===== config.mk =====
export PLATFORM = sky130hd
export DESIGN_NAME = ka_status_framer
export DESIGN_NICKNAME = d
export VERILOG_FILES = /design/src/rtl/ka_framer_pkg.sv /design/src/rtl/ka_ring_buf.sv /design/src/rtl/ka_tick_timer.sv /design/src/rtl/ka_pkt_seq.sv /design/src/rtl/ka_status_framer.sv
export SDC_FILE = /design/constraint.sdc
export NUM_CORES = 2
export LEC_CHECK = 0
export BUFFER_PORTS_ARGS = -buffer_cell sky130_fd_sc_hd__buf_2
export CAP_MARGIN = 0
export CORE_MARGIN = 4
export CORE_UTILIZATION = 60
export CTS_BUF_LIST = sky130_fd_sc_hd__clkbuf_4 sky130_fd_sc_hd__clkbuf_8
export DETAILED_ROUTE_END_ITERATION = 7
export PLACE_DENSITY = 0.77
export SYNTH_ARGS = -nofsm -noshare
export SYNTH_HDL_FRONTEND = slang
export SYNTH_SLANG_ARGS = --single-unit

===== constraint.sdc =====
create_clock -name clk_i -period 8.75 [get_ports clk_i]
set_input_delay 1.75 -clock clk_i [delete_from_list [all_inputs] [get_ports clk_i]]
set_output_delay 1.75 -clock clk_i [all_outputs]
set_load 0.005 [all_outputs]

===== src/rtl/ka_framer_pkg.sv =====
package ka_framer_pkg;
  typedef enum logic [1:0] {ST_IDLE, ST_HDR0, ST_HDR1, ST_PAY} frm_state_e;
  localparam logic [7:0] HDR_B0 = 8'h31;
  localparam logic [7:0] HDR_B1 = 8'h60;
endpackage


===== src/rtl/ka_ring_buf.sv =====
module ka_ring_buf #(
  parameter int DEPTH = 256,
  parameter int DW    = 8,
  localparam int AW   = $clog2(DEPTH),
  localparam int CW   = AW + 1
) (
  input  logic          clk_i,
  input  logic          rst_ni,
  input  logic          wr_en_i,
  input  logic [DW-1:0] wr_data_i,
  input  logic          rd_en_i,
  output logic [DW-1:0] rd_data_o,
  output logic [CW-1:0] count_o,
  output logic          full_o
);
  logic [DW-1:0] mem_q [DEPTH];
  logic [AW-1:0] wr_ptr_q, rd_ptr_q;
  logic [CW-1:0] cnt_q;
  logic wr_ok, rd_ok;

  assign full_o    = (cnt_q == CW'(DEPTH));
  assign wr_ok     = wr_en_i && !full_o;
  assign rd_ok     = rd_en_i && (cnt_q != '0);
  assign rd_data_o = mem_q[rd_ptr_q];
  assign count_o   = cnt_q;

  always_ff @(posedge clk_i) begin
    if (wr_ok) mem_q[wr_ptr_q] <= wr_data_i;
  end

  // Pointers wrap naturally at power-of-two depth
  always_ff @(posedge clk_i or negedge rst_ni) begin
    if (!rst_ni) begin
      wr_ptr_q <= '0;
      rd_ptr_q <= '0;
      cnt_q    <= '0;
    end else begin
      if (wr_ok) wr_ptr_q <= wr_ptr_q + 1'b1;
      if (rd_ok) rd_ptr_q <= rd_ptr_q + 1'b1;
      case ({wr_ok, rd_ok})
        2'b10:   cnt_q <= cnt_q + 1'b1;
        2'b01:   cnt_q <= cnt_q - 1'b1;
        default: cnt_q <= cnt_q;
      endcase
    end
  end
endmodule


===== src/rtl/ka_tick_timer.sv =====
module ka_tick_timer #(
  parameter int TICK_CYCLES = 2500000,
  localparam int TW = (TICK_CYCLES > 1) ? $clog2(TICK_CYCLES) : 1
) (
  input  logic clk_i,
  input  logic rst_ni,
  input  logic force_i,
  input  logic clear_i,
  output logic tick_o
);
  logic [TW-1:0] cnt_q;
  logic expire;

  assign expire = (cnt_q == TW'(TICK_CYCLES - 1));

  always_ff @(posedge clk_i or negedge rst_ni) begin
    if (!rst_ni) begin
      cnt_q  <= '0;
      tick_o <= 1'b0;
    end else begin
      cnt_q <= expire ? '0 : cnt_q + 1'b1;
      if (force_i)      tick_o <= 1'b1;
      else if (clear_i) tick_o <= 1'b0;
      else if (expire)  tick_o <= 1'b1;
    end
  end
endmodule


===== src/rtl/ka_pkt_seq.sv =====
module ka_pkt_seq
  import ka_framer_pkg::*;
#(
  parameter int MAX_PAY = 62,
  parameter int CW      = 9,
  localparam int LW     = $clog2(MAX_PAY + 1)
) (
  input  logic          clk_i,
  input  logic          rst_ni,
  input  logic          busy_i,
  input  logic [CW-1:0] count_i,
  input  logic          tick_i,
  input  logic [7:0]    rd_data_i,
  output logic          pop_o,
  output logic          tick_clr_o,
  output logic          tick_set_o,
  output logic          out_valid_o,
  output logic [7:0]    out_data_o,
  output logic          out_first_o,
  output logic          out_last_o
);
  frm_state_e st_q;
  logic [LW-1:0] left_q, take;
  logic have_data;

  assign have_data  = (count_i != '0);
  assign take       = (count_i > CW'(MAX_PAY)) ? LW'(MAX_PAY) : LW'(count_i);
  assign tick_clr_o = (st_q == ST_IDLE) && !busy_i && !have_data && tick_i;
  assign pop_o      = (st_q == ST_PAY) && !busy_i;
  assign tick_set_o = pop_o && (left_q == LW'(1));

  assign out_valid_o = (st_q != ST_IDLE);
  assign out_first_o = (st_q == ST_HDR0);
  assign out_last_o  = ((st_q == ST_HDR1) && (left_q == '0)) ||
                       ((st_q == ST_PAY) && (left_q == LW'(1)));

  always_comb begin
    case (st_q)
      ST_HDR0: out_data_o = HDR_B0;
      ST_HDR1: out_data_o = HDR_B1;
      ST_PAY:  out_data_o = rd_data_i;
      default: out_data_o = '0;
    endcase
  end

  always_ff @(posedge clk_i or negedge rst_ni) begin
    if (!rst_ni) begin
      st_q   <= ST_IDLE;
      left_q <= '0;
    end else if (!busy_i) begin
      case (st_q)
        ST_IDLE: begin
          if (have_data) begin
            left_q <= take;
            st_q   <= ST_HDR0;
          end else if (tick_i) begin
            left_q <= '0;
            st_q   <= ST_HDR0;
          end
        end
        ST_HDR0: st_q <= ST_HDR1;
        ST_HDR1: st_q <= (left_q == '0) ? ST_IDLE : ST_PAY;
        ST_PAY: begin
          left_q <= left_q - 1'b1;
          if (left_q == LW'(1)) st_q <= ST_IDLE;
        end
        default: st_q <= ST_IDLE;
      endcase
    end
  end
endmodule


===== src/rtl/ka_status_framer.sv =====
module ka_status_framer #(
  parameter int DEPTH       = 256,
  parameter int MAX_PAY     = 62,
  parameter int HEADROOM    = 63,
  parameter int TICK_CYCLES = 2500000
) (
  input  logic       clk_i,
  input  logic       rst_ni,
  input  logic       wr_valid_i,
  input  logic [7:0] wr_data_i,
  input  logic       out_busy_i,
  output logic       out_valid_o,
  output logic [7:0] out_data_o,
  output logic       out_first_o,
  output logic       out_last_o,
  output logic       accept_ok_o,
  output logic       overflow_o
);
  localparam int AW           = $clog2(DEPTH);
  localparam int CW           = AW + 1;
  localparam int ACCEPT_LIMIT = DEPTH - HEADROOM;

  logic [CW-1:0] count;
  logic [7:0]    rd_data;
  logic full, pop, tick, tick_clr, tick_set;

  ka_ring_buf #(.DEPTH(DEPTH), .DW(8)) u_buf (
    .clk_i, .rst_ni,
    .wr_en_i(wr_valid_i), .wr_data_i(wr_data_i),
    .rd_en_i(pop), .rd_data_o(rd_data),
    .count_o(count), .full_o(full)
  );

  ka_tick_timer #(.TICK_CYCLES(TICK_CYCLES)) u_tick (
    .clk_i, .rst_ni,
    .force_i(tick_set), .clear_i(tick_clr), .tick_o(tick)
  );

  ka_pkt_seq #(.MAX_PAY(MAX_PAY), .CW(CW)) u_seq (
    .clk_i, .rst_ni,
    .busy_i(out_busy_i), .count_i(count), .tick_i(tick), .rd_data_i(rd_data),
    .pop_o(pop), .tick_clr_o(tick_clr), .tick_set_o(tick_set),
    .out_valid_o, .out_data_o, .out_first_o, .out_last_o
  );

  assign accept_ok_o = (count < CW'(ACCEPT_LIMIT));

  always_ff @(posedge clk_i or negedge rst_ni) begin
    if (!rst_ni)                 overflow_o <= 1'b0;
    else if (wr_valid_i && full) overflow_o <= 1'b1;
  end
endmodule


### After elaboration in Yosys (flattened, before gate mapping)

Memory sizes are Yosys's and may differ from the RTL's.
Index checks and enable logic that the tools add are counted.
W data, S select, Z words.

* register bits after elaboration: 57
* latch bits: 0
* memory bits (writable): 2048
* memory bits (read-only): 0
* input port bits: 12
* memories: 1

Memories
* u_buf.mem_q: depth 256, bits a word 8, read ports 1, clocked after memory_dff 0, write ports 1, line ka_ring_buf.sv:16 `logic [DW-1:0] mem_q [DEPTH];`

* $add $sub $neg: 6
* multipliers: 0
* divide/modulo/power cells: 0
* order comparisons: 2
* equal/unequal tests: 10
* shift-type cells: 0
* multiplexer cells: 17
* bitwise operators: 1
* reductions and logical operators: 23

Operators with widths (number)
* $pmux W8 S3: 1
* $add A22 B1 Y22 const B: 1
* $eq A22 B22 Y1 const B: 1
* $mux W22: 1
* $mux W6: 3
* $pmux W9 S2: 1
* $add A8 B1 Y8 const B: 2
* $pmux W6 S2: 1
* $logic_and A1 B1 Y1: 10
* $add A9 B1 Y9 const B: 1
* $eq A9 B9 Y1 const B: 1
* $gt A9 B6 Y1 const B: 1
* $lt A9 B8 Y1 const B: 1
* $reduce_bool A9 Y1: 1
* $sub A9 B1 Y9 const B: 1
* $mux W2: 4
* $pmux W2 S4: 1
* $eq A2 B2 Y1 const B: 3
* $eq A6 B1 Y1 const B: 1
* $logic_not A6 Y1: 1
* $reduce_and A3 Y1: 2
* $reduce_bool A2 Y1: 3
* $sub A6 B1 Y6 const B: 1
* $mux W1: 5
* 8 further kinds: 11

### Longest topological paths before layout

* depth in word-level cells: 6
* mapped depth: 17

### Modules after synthesis

Synthesis repeated with hierarchy kept, for this count alone.

* cells, all modules: 4045
* area, all modules: 82769.4 um^2

Modules (own cells, without submodules)
* ka_ring_buf: times used 1, cells an instance 3832, area an instance 80772.5 um^2
* ka_tick_timer: times used 1, cells an instance 112, area an instance 1162.4 um^2
* ka_pkt_seq: times used 1, cells an instance 95, area an instance 772.0 um^2
* ka_status_framer: times used 1, cells an instance 6, area an instance 62.6 um^2

### Worst setup path after synthesis

OpenSTA, ideal clock, no wires.

* path type: input to register
* start: input out_busy_i
* end: register u_buf.cnt_q[6], in the netlist u_buf.count_o[6]
* arrival: 4.962 ns
* data required time: 8.670 ns
* path slack: 3.708 ns
* stages: 13
* cells stage by stage: a211oi_1 > ha_1 > clkbuf_1 > clkbuf_1 > xor2_1 > ha_1 > and3b_1 > o21ai_0 > a21boi_0 > a2bb2oi_1 > mux2_2 > a21oi_1 > xnor2_1

* cells in the longest elaborated chain, start to end: 5

Ends and longest elaborated chain
* start: declaration: line ka_status_framer.sv:11 `input logic out_busy_i,`
* $logic_not A1 Y1 (*): line ka_pkt_seq.sv:29 `assign pop_o = (st_q == ST_PAY) && !busy_i;`
* $logic_and A1 B1 Y1 (*): line ka_pkt_seq.sv:29
* $logic_and A1 B1 Y1 (*): line ka_ring_buf.sv:23 `assign rd_ok = rd_en_i && (cnt_q != '0);`
* $eq A2 B1 Y1 or $eq A2 B2 Y1 (tied branches): line ka_ring_buf.sv:40 `case ({wr_ok, rd_ok})`
* $pmux W9 S2 or $reduce_bool A2 Y1 (tied branches)
* end signal: assignment: line ka_ring_buf.sv:41 `2'b10: cnt_q <= cnt_q + 1'b1;`
* end signal: assignment: line ka_ring_buf.sv:42 `2'b01: cnt_q <= cnt_q - 1'b1;`
* end signal: assignment: line ka_ring_buf.sv:43 `default: cnt_q <= cnt_q;`
* end: declaration: line ka_ring_buf.sv:18 `logic [CW-1:0] cnt_q;`

Every way passes the cells marked *; elsewhere a longest branch is shown, timed or not.
A chain may end at the register's enable or synchronous reset.

### Worst setup path after layout

* start: register u_buf.rd_ptr_q[0]
* end: output out_data_o[5]

* cells in the longest elaborated chain, start to end: 2

Ends and longest elaborated chain
* start: declaration: line ka_ring_buf.sv:17 `logic [AW-1:0] wr_ptr_q, rd_ptr_q;`
* start signal: assignment: line ka_ring_buf.sv:39 `if (rd_ok) rd_ptr_q <= rd_ptr_q + 1'b1;`
* $mem_v2 Z256 W8
* $pmux W8 S3: line ka_pkt_seq.sv:38 `case (st_q)`
* end: declaration: line ka_status_framer.sv:13 `output logic [7:0] out_data_o,`

Every way passes these cells.

==> run summary <==
Final setup viols = 0
Top cells by count, synth = edfxtp_1 (2048), mux4_2 (528), nor2_1 (329)
Unrepaired setup endpoints after global routing = no
Initial antenna violation count = 7
Remaining DRCs = 0
Post-cts resize count = 0
Slew Viols, Final = 0
Synth top area cells = edfxtp_1 (74%), mux4_2 (14%), dfrtp_1 (1.7%), mux2i_1 (1.7%), nor2_1 (1.5%)
Worst R2R Setup Slack = 3.78 ns
H-Tree Depth = 5
Worst-path cell with the longest stage delay = dfrtp_4
First-pass GRT wire length = 293 mm
Switching share of total power = 30.9%
Tot GR Track Use = 28.6%
DR pass1 iterations = 8
Hold Crit Start = overflow_o$_DFFE_PN0P_
Die Height = 379 um
Predominant post-synthesis flop cell = edfxtp_1
Crit start category = flop
Root Buffer = clkbuf_8
Fin crit period = 7.92 ns
Initial cell density of the core = 60.8%
Post-route ant nets = 0
GRT Residual Overflow = 0
Yosys cell types = 69
Post-CTS setup buffers = 0
CTS Buf Count = 337
Fill count = 8314
WHS Endpoint = overflow_o$_DFFE_PN0P_
Clock share of power = 29.4%
Min Hold Slack = 0.475 ns
HP Class = reg2reg
# clock sinks = 2105
Clk slew on worst S/H paths = 0.06 ns
Syn-to-layout area delta = 9.87%
Final instance area = 0.0909 mm2
Layout cells sized above 1 = 26.5%
CP most frequent cell = a211oi_1
CP Class = reg2out
Sw power = 8.35 mW
Power share of the combinational group = 27.9%
Hold Fails Final Rpt = 0
DRT Wirelength = 201 mm
Top cell type's share of synthesized area = 74.3%
Synth warn = 0
Register area share after synthesis = 76.1%
Critical-path cell list = buf_4 > nand3b_1 > o221ai_1 > a211oi_1 > a211oi_1 > or3_1 > a21boi_0 > o311ai_0 > buf_2
Final #Nets = 4182
Mapped Area = 0.0827 mm2
Vias = 42100
Rows = 135
Fmax = 0.126 GHz
Worst slew pin tran = 1.18 ns
R2r endpoint = u_buf.count_o[6]$_DFFE_PN0P_
I/O Pins = 25
Setup TNS Final = 0 ns
Slowest stage delay, CP = 0.91 ns
Worst EP arrival = 6.17 ns
Core ar. = 0.136 mm2
VDD IR max = 0.224 mV
Worst-path fanout max = 36
Worst setup EP type = primary output
Maximum capacitance violations = 0
Worst Path Required = 7.00 ns
Worst r2r path cells = 14
Port Buf Inserts = 24
Starting DRT DRC Count = 6139
Vias per std cell = 6.82
Chip Width = 379 um
Part of the power in registers = 42.7%
Fin crit share = 90.5%
Top-count cell post-synth = edfxtp_1
Cell Area, Placed = 0.0846 mm2
Run status = finished, final reports clean
Cells on Worst Hold Path = 1
Pint = 18.7 mW
Pleak = 28.6 nW
Worst r2r src = u_buf.count_o[4]$_DFFE_PN0P_
Post-synth ARST share = 2.71%
CTS tree = built
Overall Power = 27.0 mW
Mapped Cells = 3939
Final GP Congestion = 0.974
Number of synthesized flops with an enable pin = 2048
P per Cell Area = 297 mW/mm2
Die area = 0.144 mm2
Normalized max-slew margin = 21.6%
Hold-fix buffers, CTS = 0
Vias in the first global route = 41900
Largest net degree at the start of global routing = 154
Routed length per instance = 32.6 um
Largest area contributor in the netlist = edfxtp_1
Net Count, Synth = 3968
Syn avg cell area = 21.0 um2
Detail Placement HPWL = 120 mm
Max clock buf depth = 4
Clock Latency Late Sink = 1.03 ns
Seq cells post-synth = 2105
Final Skew = 0.0869 ns
layer usage:
layer	share of wire (%)	global-route usage [%]	up-vias
li1	-	-	16800
met1	36	39.8	21700
met2	46	42.2	3007
met3	13	8.92	580
met4	5.3	13.5	10
met5	0.15	0.961	-
cell type report:
| cell class | count | area, um2 | area share, % |
|---|---|---|---|
| antenna | 3 | 7.51 | 0.00826 |
| clock buffer | 456 | 5590 | 6.15 |
| clock inverter | 123 | 661 | 0.727 |
| inverter | 22 | 82.6 | 0.0908 |
| multi-input combinational | 1584 | 18500 | 20.3 |
| sequential | 2105 | 62900 | 69.2 |
| tap | 1781 | 2230 | 2.45 |
| timing repair buffer | 103 | 918 | 1.01 |
registers in the layout (all words and copies together) (netlist names):
register,flops
overflow_o,1
u_buf.count_o,9
u_buf.mem_q,2048
u_buf.rd_ptr_q,8
u_buf.wr_ptr_q,8
u_seq.left_q,6
u_seq.st_q,2
u_tick.cnt_q,22
u_tick.tick_o,1
power by group through the flow:
stage / clock (mW) / combinational (mW) / sequential (mW)
after global routing: 8.55 / 7.78 / 11.5
final: 7.94 / 7.53 / 11.5
after floorplan: 0 / 5.21 / 11.5
after global placement: 0 / 7.35 / 11.7
after detailed placement: 0 / 7.41 / 11.7
after CTS: 8.02 / 7.44 / 11.5
worst max-delay path: cells and delay by family, from the launching register on:
kind                   cells  cell delay, ns
buffers and inverters      2            0.99
AOI/OAI and AO/OA          5            2.06
and+or+nand+nor            2            1.13
DFF                        1            0.91
per-stage QoR:
stage | utilization [%] | worst slack, ns | std cells
finish | 66.8 | 0.833 | 6177
CTS | 66.8 | 1.12 | 6174
global route | 66.8 | 0.725 | 6175
global placement | 62.2 | 2.11 | 5594
floorplan | - | 3.71 | 3939
detailed placement | 62.2 | 2.31 | 5595
cells in the final DEF (no fill, tap or decap), drive strengths merged, types with 7 or more instances in the layout:
cell type	instances
a2111oi	8
a211oi	29
a21oi	40
a221oi	14
a22o	11
a22oi	25
a31oi	8
and2	10
and3	8
buf	95
clkbuf	464
clkinv	111
dfrtp	57
edfxtp	2048
ha	17
inv	26
mux2	15
mux2i	137
mux4	528
nand2	91
nand2b	7
nand3	32
nand4	10
nor2	329
nor2b	25
nor3	19
nor4	9
o211ai	11
o21ai	39
o221ai	11
o22ai	36
xnor2	28
xor2	15
kinds of logic after synthesis:
family / synth area share, %
flip-flops: 76.1
AO/OA/AOI/OAI: 2.37
XOR/XNOR: 0.455
adder cells (fa/ha/maj): 0.257
multiplexers: 16.2
buffers and inverters: 1.65
AND/OR/NAND/NOR: 2.98
worst max path at each step:
stage,startpoint,to,slack (ns),cells past startpoint
global placement,u_buf.rd_ptr_q[0]$_DFFE_PN0P_,out_data_o[4],2.11,7
CTS,u_buf.rd_ptr_q[0]$_DFFE_PN0P_,out_data_o[5],1.12,9
global route,u_buf.rd_ptr_q[0]$_DFFE_PN0P_,out_data_o[5],0.73,9
floorplan,out_busy_i,u_buf.count_o[6]$_DFFE_PN0P_,3.71,13
finish,u_buf.rd_ptr_q[0]$_DFFE_PN0P_,out_data_o[5],0.83,9
detailed placement,u_buf.rd_ptr_q[0]$_DFFE_PN0P_,out_data_o[5],2.31,9
No activity file was read; power rests on OpenSTA's default activity.
